--- src/rtl/zvs_seq_pkg.sv ---
package zvs_seq_pkg;

  // Observations the datapath hands to the control each cycle
  typedef struct packed {
    logic pwmHigh;    // low-side interval in progress
    logic pwmEnd;     // first cycle of a high-side interval after a low-side one
    logic nodeRise;   // synchronized node went 0 -> 1
    logic nodeFall;   // synchronized node went 1 -> 0
    logic fbExpired;  // fallback delay has run out
  } dpStatus_t;

  // Strobes the control issues to the datapath
  typedef struct packed {
    logic fbLoad;     // reload the fallback timer
    logic fbClear;    // mark the fallback timer as not expired
  } ctrlStrobe_t;

endpackage

--- src/rtl/zvs_node_sync.sv ---
module zvs_node_sync #(
  parameter int STAGES = 2
) (
  input  logic clk,
  input  logic rstN,
  input  logic dIn,
  output logic qOut
);

  logic [STAGES-1:0] chain;

  for (genvar i = 0; i < STAGES; i++) begin : g_stage
    if (i == 0) begin : g_first
      always_ff @(posedge clk or negedge rstN) begin
        if (!rstN) chain[0] <= 1'b0;
        else       chain[0] <= dIn;
      end
    end else begin : g_next
      always_ff @(posedge clk or negedge rstN) begin
        if (!rstN) chain[i] <= 1'b0;
        else       chain[i] <= chain[i-1];
      end
    end
  end

  assign qOut = chain[STAGES-1];

endmodule

--- src/rtl/zvs_datapath.sv ---
module zvs_datapath
  import zvs_seq_pkg::*;
#(
  parameter int DUTY_W      = 6,
  parameter int STEP_W      = 4,
  parameter int FB_W        = 6,
  parameter int SYNC_STAGES = 2
) (
  input  logic              clk,
  input  logic              rstN,
  input  logic [DUTY_W-1:0] dutyCode,
  input  logic [STEP_W-1:0] stepDiv,
  input  logic [FB_W-1:0]   fbDelay,
  input  logic              nodeSense,
  input  ctrlStrobe_t       strobe,
  output dpStatus_t         status
);

  // Slot timing: each slot is stepDiv+1 clocks, 2**DUTY_W slots per period
  logic [STEP_W-1:0] preCnt;
  logic [DUTY_W-1:0] slotCnt;
  logic              slotEnd;
  logic              pwmHigh;
  logic              pwmQ;

  assign slotEnd = (preCnt >= stepDiv);
  assign pwmHigh = (slotCnt >= dutyCode);

  always_ff @(posedge clk or negedge rstN) begin
    if (!rstN) begin
      preCnt  <= '0;
      slotCnt <= '0;
    end else if (slotEnd) begin
      preCnt  <= '0;
      slotCnt <= slotCnt + 1'b1;
    end else begin
      preCnt  <= preCnt + 1'b1;
    end
  end

  always_ff @(posedge clk or negedge rstN) begin
    if (!rstN) pwmQ <= 1'b0;
    else       pwmQ <= pwmHigh;
  end

  // Node sense: synchronizer, then one flop for edge detection
  logic nodeS;
  logic nodeQ;

  zvs_node_sync #(.STAGES(SYNC_STAGES)) nodeSync_i (
    .clk  (clk),
    .rstN (rstN),
    .dIn  (nodeSense),
    .qOut (nodeS)
  );

  always_ff @(posedge clk or negedge rstN) begin
    if (!rstN) nodeQ <= 1'b0;
    else       nodeQ <= nodeS;
  end

  // Fallback timer: expired out of reset, reloaded at the end of each low-side interval
  logic [FB_W-1:0] fbCnt;
  logic            fbDone;

  always_ff @(posedge clk or negedge rstN) begin
    if (!rstN) begin
      fbCnt  <= '0;
      fbDone <= 1'b1;
    end else if (strobe.fbLoad) begin
      fbCnt  <= fbDelay;
      fbDone <= (fbDelay == '0);
    end else if (strobe.fbClear) begin
      fbDone <= 1'b0;
    end else if (!fbDone) begin
      if (fbCnt <= FB_W'(1)) fbDone <= 1'b1;
      fbCnt <= (fbCnt == '0) ? '0 : fbCnt - 1'b1;
    end
  end

  always_comb begin
    status           = '0;
    status.pwmHigh   = pwmHigh;
    status.pwmEnd    = !pwmHigh && pwmQ;
    status.nodeRise  = nodeS && !nodeQ;
    status.nodeFall  = !nodeS && nodeQ;
    status.fbExpired = fbDone;
  end

endmodule

--- src/rtl/zvs_control.sv ---
module zvs_control
  import zvs_seq_pkg::*;
(
  input  logic        clk,
  input  logic        rstN,
  input  dpStatus_t   status,
  output ctrlStrobe_t strobe,
  output logic        hsEn,
  output logic        lsEn
);

  logic fellSeen;
  logic roseSeen;
  logic hsGo;
  logic lsGo;

  // Turn-on requests; each one is blocked while the opposite enable is high
  assign hsGo = !status.pwmHigh && (roseSeen || status.nodeRise || status.fbExpired) && !lsEn;
  assign lsGo =  status.pwmHigh && (fellSeen || status.nodeFall) && !hsEn;

  always_ff @(posedge clk or negedge rstN) begin
    if (!rstN) begin
      hsEn     <= 1'b0;
      lsEn     <= 1'b0;
      fellSeen <= 1'b0;
      roseSeen <= 1'b0;
    end else begin
      hsEn     <= status.pwmHigh ? 1'b0 : (hsEn || hsGo);
      lsEn     <= status.pwmHigh ? (lsEn || lsGo) : 1'b0;
      fellSeen <= status.pwmHigh && (fellSeen || status.nodeFall);
      roseSeen <= !status.pwmHigh && (roseSeen || status.nodeRise);
    end
  end

  always_comb begin
    strobe         = '0;
    strobe.fbLoad  = status.pwmEnd;
    strobe.fbClear = status.pwmHigh;
  end


  interlock_chk: assert property (@(posedge clk) disable iff (!rstN)
    !(hsEn && lsEn));


  hs_drop_chk: assert property (@(posedge clk) disable iff (!rstN)
    (hsEn && status.pwmHigh) |=> !hsEn);


  ls_drop_chk: assert property (@(posedge clk) disable iff (!rstN)
    (lsEn && !status.pwmHigh) |=> !lsEn);


  hs_rise_chk: assert property (@(posedge clk) disable iff (!rstN)
    $rose(hsEn) |-> (!$past(status.pwmHigh) && !$past(lsEn)));


  ls_rise_chk: assert property (@(posedge clk) disable iff (!rstN)
    $rose(lsEn) |-> ($past(status.pwmHigh) && !$past(hsEn)));

endmodule

--- src/rtl/zvs_gate_seq.sv ---
module zvs_gate_seq
  import zvs_seq_pkg::*;
#(
  parameter int DUTY_W      = 6,
  parameter int STEP_W      = 4,
  parameter int FB_W        = 6,
  parameter int SYNC_STAGES = 2
) (
  input  logic              clk,
  input  logic              rstN,
  input  logic [DUTY_W-1:0] dutyCode,
  input  logic [STEP_W-1:0] stepDiv,
  input  logic [FB_W-1:0]   fbDelay,
  input  logic              nodeSense,
  output logic              hsEn,
  output logic              lsEn,
  output logic              pwmPhase
);

  dpStatus_t   status;
  ctrlStrobe_t strobe;

  zvs_datapath #(
    .DUTY_W      (DUTY_W),
    .STEP_W      (STEP_W),
    .FB_W        (FB_W),
    .SYNC_STAGES (SYNC_STAGES)
  ) datapath_i (
    .clk       (clk),
    .rstN      (rstN),
    .dutyCode  (dutyCode),
    .stepDiv   (stepDiv),
    .fbDelay   (fbDelay),
    .nodeSense (nodeSense),
    .strobe    (strobe),
    .status    (status)
  );

  zvs_control control_i (
    .clk    (clk),
    .rstN   (rstN),
    .status (status),
    .strobe (strobe),
    .hsEn   (hsEn),
    .lsEn   (lsEn)
  );

  assign pwmPhase = status.pwmHigh;

endmodule

--- config.mk ---
export PLATFORM = sky130hd
export DESIGN_NAME = zvs_gate_seq
export DESIGN_NICKNAME = d
export VERILOG_FILES = /design/src/rtl/zvs_seq_pkg.sv /design/src/rtl/zvs_node_sync.sv /design/src/rtl/zvs_datapath.sv /design/src/rtl/zvs_control.sv /design/src/rtl/zvs_gate_seq.sv
export SDC_FILE = /design/constraint.sdc
export NUM_CORES = 1
export LEC_CHECK = 0
export ABC_AREA = 1
export BUFFER_PORTS_ARGS = -buffer_cell sky130_fd_sc_hd__buf_2
export CAP_MARGIN = 10
export CORE_AREA = 2 2 65 67
export CTS_BUF_LIST = sky130_fd_sc_hd__clkbuf_4 sky130_fd_sc_hd__clkbuf_8 sky130_fd_sc_hd__clkbuf_16
export DETAILED_ROUTE_END_ITERATION = 10
export DIE_AREA = 0 0 67 69
export PLACE_DENSITY = 0.6
export RECOVER_POWER = 50
export SLEW_MARGIN = 20
export SYNTH_ARGS = -nofsm -noshare
export SYNTH_HDL_FRONTEND = slang
export SYNTH_SLANG_ARGS = --single-unit
--- constraint.sdc ---
create_clock -name clk -period 2.5 [get_ports clk]
set_clock_uncertainty 0.15 [all_clocks]
set_input_delay 0.75 -clock clk [delete_from_list [all_inputs] [get_ports clk]]
set_output_delay 0.75 -clock clk [all_outputs]
set_load 0.05 [all_outputs]
======== Word level (Yosys, flattened, before mapping) ========
Cells that the tools add are included.
operators by class
  $add $sub $neg .......................... 3
  multiply operators ...................... 0
  divide/modulo/power cells ............... 0
  $lt $le $gt $ge ......................... 3
  equal/unequal tests ..................... 2
  shifts and indexed selects .............. 0
  mux-type cells .......................... 11
  bitwise gates (word level) .............. 0
  reduce and logical (&&, ||, !) cells .... 21
operators by type and width
  cell                                                                              count
  6-bit two-way mux                                                                 4
  6-bit zero test                                                                   2
  1-bit logical AND                                                                 8
  6-bit by 1-bit adder with 6-bit output, second input constant                     1
  6-bit >= comparator                                                               1
  6-bit by 1-bit less-or-equal comparator with 1-bit output, second input constant  1
  1-bit two-way mux                                                                 6
  6-bit by 1-bit subtractor with 6-bit output, second input constant                1
  1-bit zero test                                                                   5
  1-bit logical OR                                                                  5
  4-bit by 1-bit adder with 4-bit output, second input constant                     1
  4-bit >= comparator                                                               1
  4-bit two-way mux                                                                 1
  2-bit by 1-bit inequality test with 1-bit output, second input constant           2
  2-bit AND reduction                                                               1
word-level totals
  bits in registers ....................... 25
  bits in latches ......................... 0
  bits in writable memories ............... 0
  memory bits (read-only) ................. 0
  input port bits ......................... 19
  output and inout port bits .............. 3
  logic and storage cells ................. 52
  memories kept ........................... 0

======== Longest topological paths before layout ========
Gate-level depths: netlist (run 1).
  word-level depth ........................ 8
  mapped depth ............................ 11
  depth with buffers taken out ............ 11

======== Hierarchy ========
From an unflattened synthesis (run 1), not the netlist that was laid out.
unflattened totals
  cells, all modules ...................... 199
  area, all modules ....................... 1579.0 µm²
by module, submodules not included
  module         times used  cells an instance  area an instance (µm²)  seq. area each (µm²)
  zvs_datapath   1           178                1355.0                  476.7
  zvs_control    1           19                 173.9                   100.1
  zvs_node_sync  1           2                  50.0                    50.0

======== Least setup slack after synthesis (run 1) ========
Ideal clock, no wire load.
  kind .................................... in2out
  start point ............................. input port dutyCode[5]
  end point ............................... output port pwmPhase
  arrival ................................. 1710 ps
  required time ........................... 1600 ps
  setup slack ............................. -110 ps
  stages on the path ...................... 6
  path buffers ............................ 0
  cells stage by stage .................... inv_1 > ha_1 > nand2_1 > inv_2 > a21oi_4 > nand2_2
between the ends
  longest elaborated chain between the ends .. 1
ends and longest elaborated chain
  element              RTL line            source
  from (decl)          zvs_gate_seq.sv:11  input logic [DUTY_W-1:0] dutyCode,
  6-bit >= comparator  zvs_datapath.sv:27  assign pwmHigh = (slotCnt >= dutyCode);
  to (decl)            zvs_gate_seq.sv:17  output logic pwmPhase
Every way passes these cells.

======== Final worst setup path (run 1) ========
  start point ............................. input port dutyCode[4]
  end point ............................... output port pwmPhase
Same word-level chain as after synthesis.

==> results of run 1 <==
==> cell usage in the layout, fill, tap and decap left out, drive strengths merged, types with 4 or more instances in the layout <==
cell,count
nand4,6
inv,42
a21oi,4
clkbuf,5
buf,23
nand3,20
dfrtp,24
ha,14
o21ai,5
nand2,47
nor2,17
xor2,6
==> worst register-to-register path, delay by kind of cell (launching register included) <==
kind | cells | cell delay [ps]
DFF | 1 | 410
xor gates and xnor gates | 1 | 160
AOI/OAI and AO/OA | 1 | 120
adders and majority gates | 1 | 300
buffers and inverters | 1 | 40
and+or+nand+nor | 3 | 520
==> through the flow <==
| step | instances | total power, W | util, % | setup WS (ps) |
|---|---|---|---|---|
| CTS | 270 | 0.00221 | 47.3 | -23.5 |
| global placement | 266 | 0.00185 | 44.3 | -190 |
| global route | 270 | 0.00245 | 47.5 | -45.0 |
| floorplan | 194 | 0.00161 | - | 0.128 |
| detailed placement | 266 | 0.00188 | 44.3 | -192 |
| finish | 270 | 0.00218 | 47.5 | -6.72 |
==> what timing repair did <==
| action | 4_1_cts | 5_1_grt |
|---|---|---|
| hold endpoints to repair | 0 | 0 |
| setup buffers | 0 | 0 |
| setup endpoints to repair | 1 | 1 |
| resized for setup | 16 | 3 |
| pin swaps | 7 | 4 |
==> state kept, by name, summed over array words and instances (netlist names) <==
register and cells:
control_i.hsEn 1, datapath_i.preCnt 4, datapath_i.slotCnt 6, datapath_i.nodeQ 1, control_i.fellSeen 1, datapath_i.nodeSync_i.qOut 1
datapath_i.fbCnt 6, datapath_i.fbDone 1, control_i.lsEn 1, datapath_i.pwmQ 1, datapath_i.nodeSync_i.chain 1, control_i.roseSeen 1
==> routing by layer <==
metal  global-route usage [%]  vias to the layer above  wire, um
li1                         -                      654         -
met1                     18.8                      548      1280
met2                     20.2                        9      1260
met3                     1.96                        2        60
met4                     3.40                        0        12
met5                        0                        -         0
==> kinds of logic after synthesis <==
family / count (synthesis) / synth area share, %
compound gates: 11 / 4.69
simple gates: 93 / 27.6
buf+inv: 44 / 10.9
flops: 25 / 41.2
xor+xnor: 7 / 4.03
fa+ha+maj: 14 / 11.5
==> worst max path at each step <==
stage	from	to	depth (start not counted)
6_report	dutyCode[4]	pwmPhase	8
5_1_grt	dutyCode[4]	pwmPhase	8
3_5_place_dp	dutyCode[5]	pwmPhase	8
2_1_floorplan	dutyCode[4]	pwmPhase	6
4_1_cts	dutyCode[4]	pwmPhase	8
3_3_place_gp	dutyCode[5]	pwmPhase	8
==> layout make-up <==
type                            instances  area share, %
Sequential cell                        25           33.7
Clock buffer                            4           2.62
Inverter                               42           8.74
Multi-Input combinational cell        125           43.2
Tap cell                               50           3.36
Timing Repair Buffer                   24           8.34
==> power groups by stage <==
stage	clock [W]	sequential (W)	combinational, W
floorplan	0	0.000739	0.000876
global placement	0	0.000747	0.00111
detailed placement	0	0.000751	0.00113
CTS	0.000257	0.000745	0.00121
global route	0.000271	0.000772	0.00141
finish	0.000243	0.000742	0.00120
==> flow_summary.html, run 1 <==
<table>
<tr><th>Metric</th><th>Value</th></tr>
<tr><th colspan="2">STA</th></tr>
<tr><td>Final hold vios</td><td>0</td></tr>
<tr><td>Max-slew headroom</td><td>a little over a tenth</td></tr>
<tr><td>Final Setup Violations</td><td>1</td></tr>
<tr><td>Post-route minimum period</td><td>approximately 2500 ps</td></tr>
<tr><td>Maximum clock frequency</td><td>399 MHz</td></tr>
<tr><td>Least-Margin Pin Slew</td><td>1340 ps</td></tr>
<tr><td>Accumulated negative setup slack</td><td>-6.72 ps</td></tr>
<tr><td>Final worst-path setup slack</td><td>-6.72 ps</td></tr>
<tr><td>Final critical-path share of the clock period</td><td>100%</td></tr>
<tr><td>Post-Route Hold Slack</td><td>around 200 ps</td></tr>
<tr><td>Final-report max-slew violation count</td><td>0</td></tr>
<tr><td>Unrepaired setup endpoints after global routing</td><td>true</td></tr>
<tr><th colspan="2">Pwr</th></tr>
<tr><td>Share of total power in the clock network</td><td>11.1%</td></tr>
<tr><td>PwrDens</td><td>1170 nW/um^2</td></tr>
<tr><td>Leakage power</td><td>between 1 and 1.5 nW</td></tr>
<tr><td>Switch Pwr</td><td>between 0.0009 and 0.001 W</td></tr>
<tr><td>Sw Ratio</td><td>roughly 45%</td></tr>
<tr><td>Pint</td><td>0.00120 W</td></tr>
<tr><td>VDD IR-drop max</td><td>0.000516 V</td></tr>
<tr><td>Combinational power share</td><td>54.9%</td></tr>
<tr><td>Flop pwr share</td><td>34.0%</td></tr>
<tr><th colspan="2">Worst setup path</th></tr>
<tr><td>Crit-path slowest cell</td><td>sky130_fd_sc_hd__ha_4</td></tr>
<tr><td>Number of buffer and inverter stages on the critical path</td><td>4</td></tr>
<tr><td>Critical Path Max Stage Delay</td><td>200 ps</td></tr>
<tr><td>Type of element launching the critical path</td><td>input port</td></tr>
<tr><td>Reg-to-reg endpoint</td><td>datapath_i.slotCnt[5]</td></tr>
<tr><td>Slack of the worst reg-to-reg path</td><td>680 ps</td></tr>
<tr><td>Family with the most delay on the worst path</td><td>buffers and inverters</td></tr>
<tr><td>Cell breakdown of the critical path</td><td>buf_6, inv_4, ha_4, nand2_4, inv_2, a21oi_4, nand2_4, buf_8</td></tr>
<tr><td>Critical path capture point type</td><td>output port</td></tr>
<tr><td>Reg-to-reg critical path startpoint</td><td>datapath_i.preCnt[1]</td></tr>
<tr><td>Most Frequent Cell on Critical Path</td><td>sky130_fd_sc_hd__nand2_4</td></tr>
<tr><td>Count of cells along the worst register-to-register path</td><td>7</td></tr>
<tr><td>Worst setup path class</td><td>in2out</td></tr>
<tr><td>Largest fanout on the critical path</td><td>2</td></tr>
<tr><td>Required time reported for the critical path endpoint</td><td>between 1500 and 2000 ps</td></tr>
<tr><td>Crit path arrival time</td><td>1610 ps</td></tr>
<tr><th colspan="2">Detailed routing</th></tr>
<tr><td>Final wirelength</td><td>2.61 mm</td></tr>
<tr><td>DR vias/cell</td><td>4.49</td></tr>
<tr><td>First-pass DRT Iterations</td><td>4</td></tr>
<tr><td>Final antenna-violating net count</td><td>0</td></tr>
<tr><td>Via count of the routed design</td><td>1,213</td></tr>
<tr><td>1st-iter DRT viols</td><td>72</td></tr>
<tr><td>Average detailed-routed wire length per instance</td><td>around 9.7 um</td></tr>
<tr><td>Residual DRC</td><td>0</td></tr>
<tr><th colspan="2">Final layout</th></tr>
<tr><td>Layout area overhead</td><td>22.4%</td></tr>
<tr><td>Number of nets in the layout</td><td>254</td></tr>
<tr><td>Area of the multi-input gates</td><td>just over 800 sq um</td></tr>
<tr><td>Share of layout cells above drive strength 1</td><td>a little under a quarter</td></tr>
<tr><td>Fillers</td><td>429</td></tr>
<tr><td>Inserted Diodes</td><td>0</td></tr>
<tr><td>Post-Layout Inst Area</td><td>about 1900 sq um</td></tr>
<tr><td>Reg area</td><td>627 sq um</td></tr>
<tr><th colspan="2">Min path</th></tr>
<tr><td>Worst min-delay path class</td><td>reg2reg</td></tr>
<tr><td>Hold Path Depth</td><td>0</td></tr>
<tr><td>Hold wc startpoint</td><td>datapath_i.nodeSync_i.chain[0]</td></tr>
<tr><td>End point of the worst hold path</td><td>datapath_i.nodeSync_i.qOut</td></tr>
<tr><th colspan="2">Clocking</th></tr>
<tr><td>Clock buffers created by TritonCTS</td><td>3</td></tr>
<tr><td>Hold-fix buffer count after cts</td><td>0</td></tr>
<tr><td>Number of levels in the clock H-tree</td><td>1</td></tr>
<tr><td>Clock latency of the later-clocked register in the worst-skew pair</td><td>260 ps</td></tr>
<tr><td>Root Buffer</td><td>sky130_fd_sc_hd__clkbuf_8</td></tr>
<tr><td>Clock transition at the registers of the reported paths</td><td>80 ps</td></tr>
<tr><td>Number of buffers between clock root and the deepest sink</td><td>2</td></tr>
<tr><td>TritonCTS clock tree</td><td>yes</td></tr>
<tr><td>Clock Sink Count</td><td>25</td></tr>
<tr><th colspan="2">Floorplan</th></tr>
<tr><td>Die span in y</td><td>69 um</td></tr>
<tr><td>Die area</td><td>4620 sq um</td></tr>
<tr><td>Boundary Pins</td><td>22</td></tr>
<tr><td>Std cell rows</td><td>23</td></tr>
<tr><td>Starting Density</td><td>approximately 40%</td></tr>
<tr><td>Die X-Extent</td><td>67 um</td></tr>
<tr><td>Core box area</td><td>3910 sq um</td></tr>
<tr><th colspan="2">Placed design</th></tr>
<tr><td>Cell area reported after detailed placement</td><td>1730 sq um</td></tr>
<tr><td>Buffers added on ports</td><td>21</td></tr>
<tr><td>Final HPWL DP</td><td>2.07 mm</td></tr>
<tr><td>RePlAce Congestion</td><td>0.753</td></tr>
<tr><th colspan="2">Global route</th></tr>
<tr><td>Antenna violations before repair</td><td>0</td></tr>
<tr><td>Overall fraction of global-route tracks in use</td><td>13.0%</td></tr>
<tr><td>Pin count of the biggest net entering global routing</td><td>26</td></tr>
<tr><td>Total congestion overflow after global routing</td><td>0</td></tr>
<tr><td>Global-route wire length before repair</td><td>about 4.8 mm</td></tr>
<tr><td>Number of global-route vias before repair</td><td>1,129</td></tr>
<tr><th colspan="2">Logic synthesis</th></tr>
<tr><td>Top_reg_cell synth</td><td>sky130_fd_sc_hd__dfrtp_1</td></tr>
<tr><td>FF+latch count, synth</td><td>25</td></tr>
<tr><td>Top cell type's share of synthesized area</td><td>between 30% and 40%</td></tr>
<tr><td>Syn Area/Cell</td><td>7.84 sq um</td></tr>
<tr><td>Most frequent cells after synthesis</td><td>45 x sky130_fd_sc_hd__nand2_1, 39 x sky130_fd_sc_hd__inv_1, 24 x sky130_fd_sc_hd__dfrtp_1, 19 x sky130_fd_sc_hd__nand3_1, 17 x sky130_fd_sc_hd__nor2_1</td></tr>
<tr><td>Unique cell type count in the Yosys netlist</td><td>24</td></tr>
<tr><td>Syn Std Cell Area</td><td>roughly 1500 sq um</td></tr>
<tr><td>Number of flops mapped to enable cells by yosys</td><td>0</td></tr>
<tr><td>Cell accounting for the most synthesized area</td><td>sky130_fd_sc_hd__dfrtp_1</td></tr>
<tr><td>Top-count cell post-synth</td><td>sky130_fd_sc_hd__nand2_1</td></tr>
<tr><td>Fraction of synthesis flops using an asynchronous set or reset pin</td><td>100%</td></tr>
<tr><td>Top cells by area in the synthesized netlist</td><td>sky130_fd_sc_hd__dfrtp_1 40%, sky130_fd_sc_hd__ha_1 12%, sky130_fd_sc_hd__nand2_1 11%</td></tr>
<tr><td>Proportion of synthesized chip area in sequential cells</td><td>41.2%</td></tr>
<tr><td>Yosys Warn Count</td><td>0</td></tr>
<tr><td>Post-Synthesis Cells</td><td>~190</td></tr>
<tr><td>Synth Net Count</td><td>227</td></tr>
<tr><th colspan="2">Outcome</th></tr>
<tr><td>Failing checks</td><td>setup timing</td></tr>
<tr><td>Status</td><td>finished with violations</td></tr>
<tr><th colspan="2">Job</th></tr>
<tr><td>Number of maximum-capacitance constraint violations</td><td>0</td></tr>
</table>
Power figures use the tool's default switching activity.
==> run 2, diff against run 1 <==
--- a/config.mk
+++ b/config.mk
@@ -5,13 +5,12 @@
 export SDC_FILE = /design/constraint.sdc
 export NUM_CORES = 1
 export LEC_CHECK = 0
-export ABC_AREA = 1
 export BUFFER_PORTS_ARGS = -buffer_cell sky130_fd_sc_hd__buf_2
 export CAP_MARGIN = 10
-export CORE_AREA = 2 2 65 67
+export CORE_AREA = 2 2 63 65
 export CTS_BUF_LIST = sky130_fd_sc_hd__clkbuf_4 sky130_fd_sc_hd__clkbuf_8 sky130_fd_sc_hd__clkbuf_16
 export DETAILED_ROUTE_END_ITERATION = 10
-export DIE_AREA = 0 0 67 69
+export DIE_AREA = 0 0 65 67
 export PLACE_DENSITY = 0.6
 export RECOVER_POWER = 50
 export SLEW_MARGIN = 20
==> run 2 against run 1 <==
Effect of this change:
- the flow still finishes with violations (setup timing)
- area after synthesis shrank 7.0%
- via count shrank 14%
- critical path depth shrank 2
- sequential power grew 3%
- hold slack gained 3.0 ps
- non-clock buffer count is the same
- synthesized cell count shrank 29%
- power shrank 3.9%
- largest power group unchanged
==> flow_summary.html, run 2 <==
<table>
<tr><th>Metric</th><th>Value</th></tr>
<tr><th colspan="2">Min path</th></tr>
<tr><td>Hold wc startpoint</td><td>datapath_i.nodeSync_i.chain[0]</td></tr>
<tr><td>Hold Path Depth</td><td>0</td></tr>
<tr><td>Worst min-delay path class</td><td>reg2reg</td></tr>
<tr><td>End point of the worst hold path</td><td>datapath_i.nodeSync_i.qOut</td></tr>
<tr><th colspan="2">Placed design</th></tr>
<tr><td>Buffers added on ports</td><td>21</td></tr>
<tr><td>Worst slack at placement</td><td>-262 ps</td></tr>
<tr><td>RePlAce Congestion</td><td>a little over 0.8</td></tr>
<tr><td>Cell area reported after detailed placement</td><td>1710 sq um</td></tr>
<tr><td>Number of placed instances, taps included</td><td>about 210</td></tr>
<tr><td>Final HPWL DP</td><td>between 2 and 2.5 mm</td></tr>
<tr><th colspan="2">STA</th></tr>
<tr><td>Max-slew headroom</td><td>roughly 15%</td></tr>
<tr><td>Final-report max-slew violation count</td><td>0</td></tr>
<tr><td>Post-route minimum period</td><td>between 2000 and 3000 ps</td></tr>
<tr><td>Final critical-path share of the clock period</td><td>105%</td></tr>
<tr><td>Final worst-path setup slack</td><td>-137 ps</td></tr>
<tr><td>Final Setup Violations</td><td>1</td></tr>
<tr><td>Maximum clock frequency</td><td>379 MHz</td></tr>
<tr><td>Least-Margin Pin Slew</td><td>1280 ps</td></tr>
<tr><td>Unrepaired setup endpoints after global routing</td><td>true</td></tr>
<tr><td>Final hold vios</td><td>0</td></tr>
<tr><th colspan="2">Logic synthesis</th></tr>
<tr><td>Top_reg_cell synth</td><td>sky130_fd_sc_hd__dfrtp_1</td></tr>
<tr><td>Top-count cell post-synth</td><td>sky130_fd_sc_hd__dfrtp_1</td></tr>
<tr><td>Top cell type's share of synthesized area</td><td>42.5%</td></tr>
<tr><td>Synth Net Count</td><td>171</td></tr>
<tr><td>Number of flops mapped to enable cells by yosys</td><td>0</td></tr>
<tr><td>Yosys Warn Count</td><td>0</td></tr>
<tr><td>Post-Synthesis Cells</td><td>around 140</td></tr>
<tr><td>Complex-gate fraction of the synthesized area</td><td>14.1%</td></tr>
<tr><td>Fraction of synthesis flops using an asynchronous set or reset pin</td><td>between 90% and 100%</td></tr>
<tr><td>Post-synthesis adder-cell area fraction</td><td>between 10% and 20%</td></tr>
<tr><td>Cell accounting for the most synthesized area</td><td>sky130_fd_sc_hd__dfrtp_1</td></tr>
<tr><td>Unique cell type count in the Yosys netlist</td><td>38</td></tr>
<tr><td>Syn Std Cell Area</td><td>1410 sq um</td></tr>
<tr><td>Most frequent cells after synthesis</td><td>24 x sky130_fd_sc_hd__dfrtp_1, 17 x sky130_fd_sc_hd__inv_1, 15 x sky130_fd_sc_hd__nor2_1, 14 x sky130_fd_sc_hd__ha_1, 10 x sky130_fd_sc_hd__a21oi_1</td></tr>
<tr><td>Syn Area/Cell</td><td>10.2 sq um</td></tr>
<tr><td>Post-synthesis share of cell area spent on and, or, nand and nor gates</td><td>15.8%</td></tr>
<tr><td>Top cells by area in the synthesized netlist</td><td>sky130_fd_sc_hd__dfrtp_1 42%, sky130_fd_sc_hd__ha_1 12%, sky130_fd_sc_hd__inv_1 4.5%</td></tr>
<tr><td>FF+latch count, synth</td><td>25</td></tr>
<tr><td>Post-synthesis share of cell area spent on xor and xnor gates</td><td>under 10%</td></tr>
<tr><td>Proportion of synthesized chip area in sequential cells</td><td>44.3%</td></tr>
<tr><td>Multiplexer fraction of the synthesized cell area</td><td>3.27%</td></tr>
<tr><td>Combinational family with the most area after synthesis</td><td>simple AND/OR/NAND/NOR gates</td></tr>
<tr><th colspan="2">Worst setup path</th></tr>
<tr><td>Reg-to-reg endpoint</td><td>datapath_i.fbCnt[3]</td></tr>
<tr><td>Critical path capture point type</td><td>output port</td></tr>
<tr><td>Family with the most delay on the worst path</td><td>compound AO/OA/AOI/OAI gates</td></tr>
<tr><td>Count of cells along the worst register-to-register path</td><td>7</td></tr>
<tr><td>Most Frequent Cell on Critical Path</td><td>sky130_fd_sc_hd__buf_6</td></tr>
<tr><td>Required time reported for the critical path endpoint</td><td>about 1600 ps</td></tr>
<tr><td>Largest fanout on the critical path</td><td>2</td></tr>
<tr><td>Crit path arrival time</td><td>1740 ps</td></tr>
<tr><td>Crit-path slowest cell</td><td>sky130_fd_sc_hd__o311ai_4</td></tr>
<tr><td>Cell breakdown of the critical path</td><td>buf_6, ha_4, nand2b_4, a21oi_4, o311ai_4, buf_6</td></tr>
<tr><td>Slack of the worst reg-to-reg path</td><td>~380 ps</td></tr>
<tr><td>Number of buffer and inverter stages on the critical path</td><td>2</td></tr>
<tr><td>Critical Path Max Stage Delay</td><td>270 ps</td></tr>
<tr><td>Type of element launching the critical path</td><td>input port</td></tr>
<tr><td>Worst setup path class</td><td>in2out</td></tr>
<tr><td>Reg-to-reg critical path startpoint</td><td>datapath_i.slotCnt[3]</td></tr>
<tr><th colspan="2">Pwr</th></tr>
<tr><td>VDD IR-drop max</td><td>0.000749 V</td></tr>
<tr><td>Leakage power</td><td>0.802 nW</td></tr>
<tr><td>PwrDens</td><td>1190 nW/um^2</td></tr>
<tr><th colspan="2">Final layout</th></tr>
<tr><td>Registers with the highest flip-flop counts</td><td>datapath_i.fbCnt: 6 flops, datapath_i.slotCnt: 6 flops, datapath_i.preCnt: 4 flops</td></tr>
<tr><td>Share of layout cells above drive strength 1</td><td>32.3%</td></tr>
<tr><td>Highest-count cells in the layout ignoring fill and taps</td><td>24 x sky130_fd_sc_hd__dfrtp_1, 18 x sky130_fd_sc_hd__buf_2, 15 x sky130_fd_sc_hd__nor2_1</td></tr>
<tr><td>Layout area overhead</td><td>24.8%</td></tr>
<tr><td>Final Non-Filler Cells</td><td>212</td></tr>
<tr><td>Most common cell after layout, fill and taps aside</td><td>sky130_fd_sc_hd__dfrtp_1</td></tr>
<tr><td>Number of nets in the layout</td><td>198</td></tr>
<tr><td>Inserted Diodes</td><td>0</td></tr>
<tr><td>Post-Layout Inst Area</td><td>1760 sq um</td></tr>
<tr><td>Fillers</td><td>351</td></tr>
<tr><th colspan="2">Global route</th></tr>
<tr><td>Number of global-route vias before repair</td><td>1,050</td></tr>
<tr><td>Overall fraction of global-route tracks in use</td><td>13.6%</td></tr>
<tr><td>Pin count of the biggest net entering global routing</td><td>26</td></tr>
<tr><td>Global-route wire length before repair</td><td>between 4 and 5 mm</td></tr>
<tr><td>Antenna violations before repair</td><td>0</td></tr>
<tr><td>Total congestion overflow after global routing</td><td>0</td></tr>
<tr><th colspan="2">Detailed routing</th></tr>
<tr><td>DR vias/cell</td><td>4.92</td></tr>
<tr><td>Via count of the routed design</td><td>around 1,000</td></tr>
<tr><td>1st-iter DRT viols</td><td>44</td></tr>
<tr><td>Final wirelength</td><td>2.53 mm</td></tr>
<tr><td>Final antenna-violating net count</td><td>0</td></tr>
<tr><td>Average detailed-routed wire length per instance</td><td>11.9 um</td></tr>
<tr><td>First-pass DRT Iterations</td><td>4</td></tr>
<tr><td>Residual DRC</td><td>0</td></tr>
<tr><th colspan="2">Floorplan</th></tr>
<tr><td>Die span in y</td><td>67 um</td></tr>
<tr><td>Std cell rows</td><td>22</td></tr>
<tr><td>Die X-Extent</td><td>~65 um</td></tr>
<tr><td>Die area</td><td>4360 sq um</td></tr>
<tr><td>Boundary Pins</td><td>22</td></tr>
<tr><td>Core box area</td><td>3610 sq um</td></tr>
<tr><td>Starting Density</td><td>39.2%</td></tr>
<tr><th colspan="2">Clocking</th></tr>
<tr><td>Post CTS Setup Buffer Count</td><td>0</td></tr>
<tr><td>Clock latency of the later-clocked register in the worst-skew pair</td><td>260 ps</td></tr>
<tr><td>Clock buffers created by TritonCTS</td><td>3</td></tr>
<tr><td>Clock Sink Count</td><td>25</td></tr>
<tr><td>Number of buffers between clock root and the deepest sink</td><td>2</td></tr>
<tr><td>TritonCTS clock tree</td><td>yes</td></tr>
<tr><td>Hold-fix buffer count after cts</td><td>0</td></tr>
<tr><td>Number of levels in the clock H-tree</td><td>1</td></tr>
<tr><td>Root Buffer</td><td>sky130_fd_sc_hd__clkbuf_8</td></tr>
<tr><td>Clock transition at the registers of the reported paths</td><td>80 ps</td></tr>
<tr><th colspan="2">Outcome</th></tr>
<tr><td>Failing checks</td><td>setup timing</td></tr>
<tr><td>Status</td><td>finished with violations</td></tr>
<tr><th colspan="2">Job</th></tr>
<tr><td>Number of maximum-capacitance constraint violations</td><td>0</td></tr>
</table>
-- run 2: cell types whose count changed after synthesis, moves of 4 or more --
cell / before / now
sky130_fd_sc_hd__xnor2_1: 1 / 7
sky130_fd_sc_hd__nor3_1: 1 / 5
sky130_fd_sc_hd__nand2_1: 45 / 6
sky130_fd_sc_hd__nand3_1: 19 / 1
sky130_fd_sc_hd__inv_1: 39 / 17
sky130_fd_sc_hd__nand4_1: 6 / 2
sky130_fd_sc_hd__xor2_1: 6 / 1
sky130_fd_sc_hd__a21oi_1: 3 / 10
-- run 2: through the flow --
stage	total power (W)	TNS [ps]	hold WS (ps)	util [%]
after CTS	0.00213	-156	204	49.0
final	0.00210	-137	203	48.9
after global routing	0.00229	-180	211	48.9
after floorplan	0.00163	-47.2	181	-
after detailed placement	0.00188	-301	185	47.3
after global placement	0.00182	-281	183	47.3
-- run 2: routing by layer --
layer	routed length (um)	share of wire (%)	GRT usage, %
met1	1140	45	16.0
met2	1270	50	24.0
met3	99	3.9	3.55
met4	24	0.95	4.79
met5	0	0	0
-- run 2: cell type report --
| class | count | area (sq um) | area share (%) |
|---|---|---|---|
| Clock buffer | 3 | 41.3 | 2.34 |
| Inverter | 17 | 66.3 | 3.76 |
| Clock inverter | 1 | 5.00 | 0.284 |
| Timing Repair Buffer | 24 | 139 | 7.87 |
| Multi-Input combinational cell | 94 | 826 | 46.8 |
| Tap cell | 48 | 60.1 | 3.40 |
| Sequential cell | 25 | 627 | 35.5 |
-- run 2: power breakdown --
part | switching (W) | internal, W | total, W
registers | 0.000188 | 0.000574 | 0.000762
clock network | 0.000122 | 0.000111 | 0.000233
logic | 0.000548 | 0.000555 | 0.00110
total | 0.000858 | 0.00124 | 0.00210
-- run 2: worst max path at each step --
| stage | slack [ps] | depth (start not counted) | startpoint | to |
|---|---|---|---|---|
| floorplan | -50 | 5 | dutyCode[0] | pwmPhase |
| global placement | -260 | 6 | dutyCode[0] | pwmPhase |
| finish | -140 | 6 | dutyCode[0] | pwmPhase |
| CTS | -160 | 6 | dutyCode[0] | pwmPhase |
| global route | -180 | 6 | dutyCode[0] | pwmPhase |
| detailed placement | -260 | 6 | dutyCode[0] | pwmPhase |
-- run 2: kinds of logic (layout without fill, tap and decap cells) --
logic type | Yosys count | in the layout
mux | 4 | 4
buf+inv | 19 | 45
xor+xnor | 8 | 8
fa+ha+maj | 14 | 14
simple gates | 42 | 42
flops | 25 | 25
compound gates | 26 | 26
-- run 2: timing repair --
action,CTS,global route
pin swaps,4,0
setup endpoints to repair,1,1
resized for setup,3,0
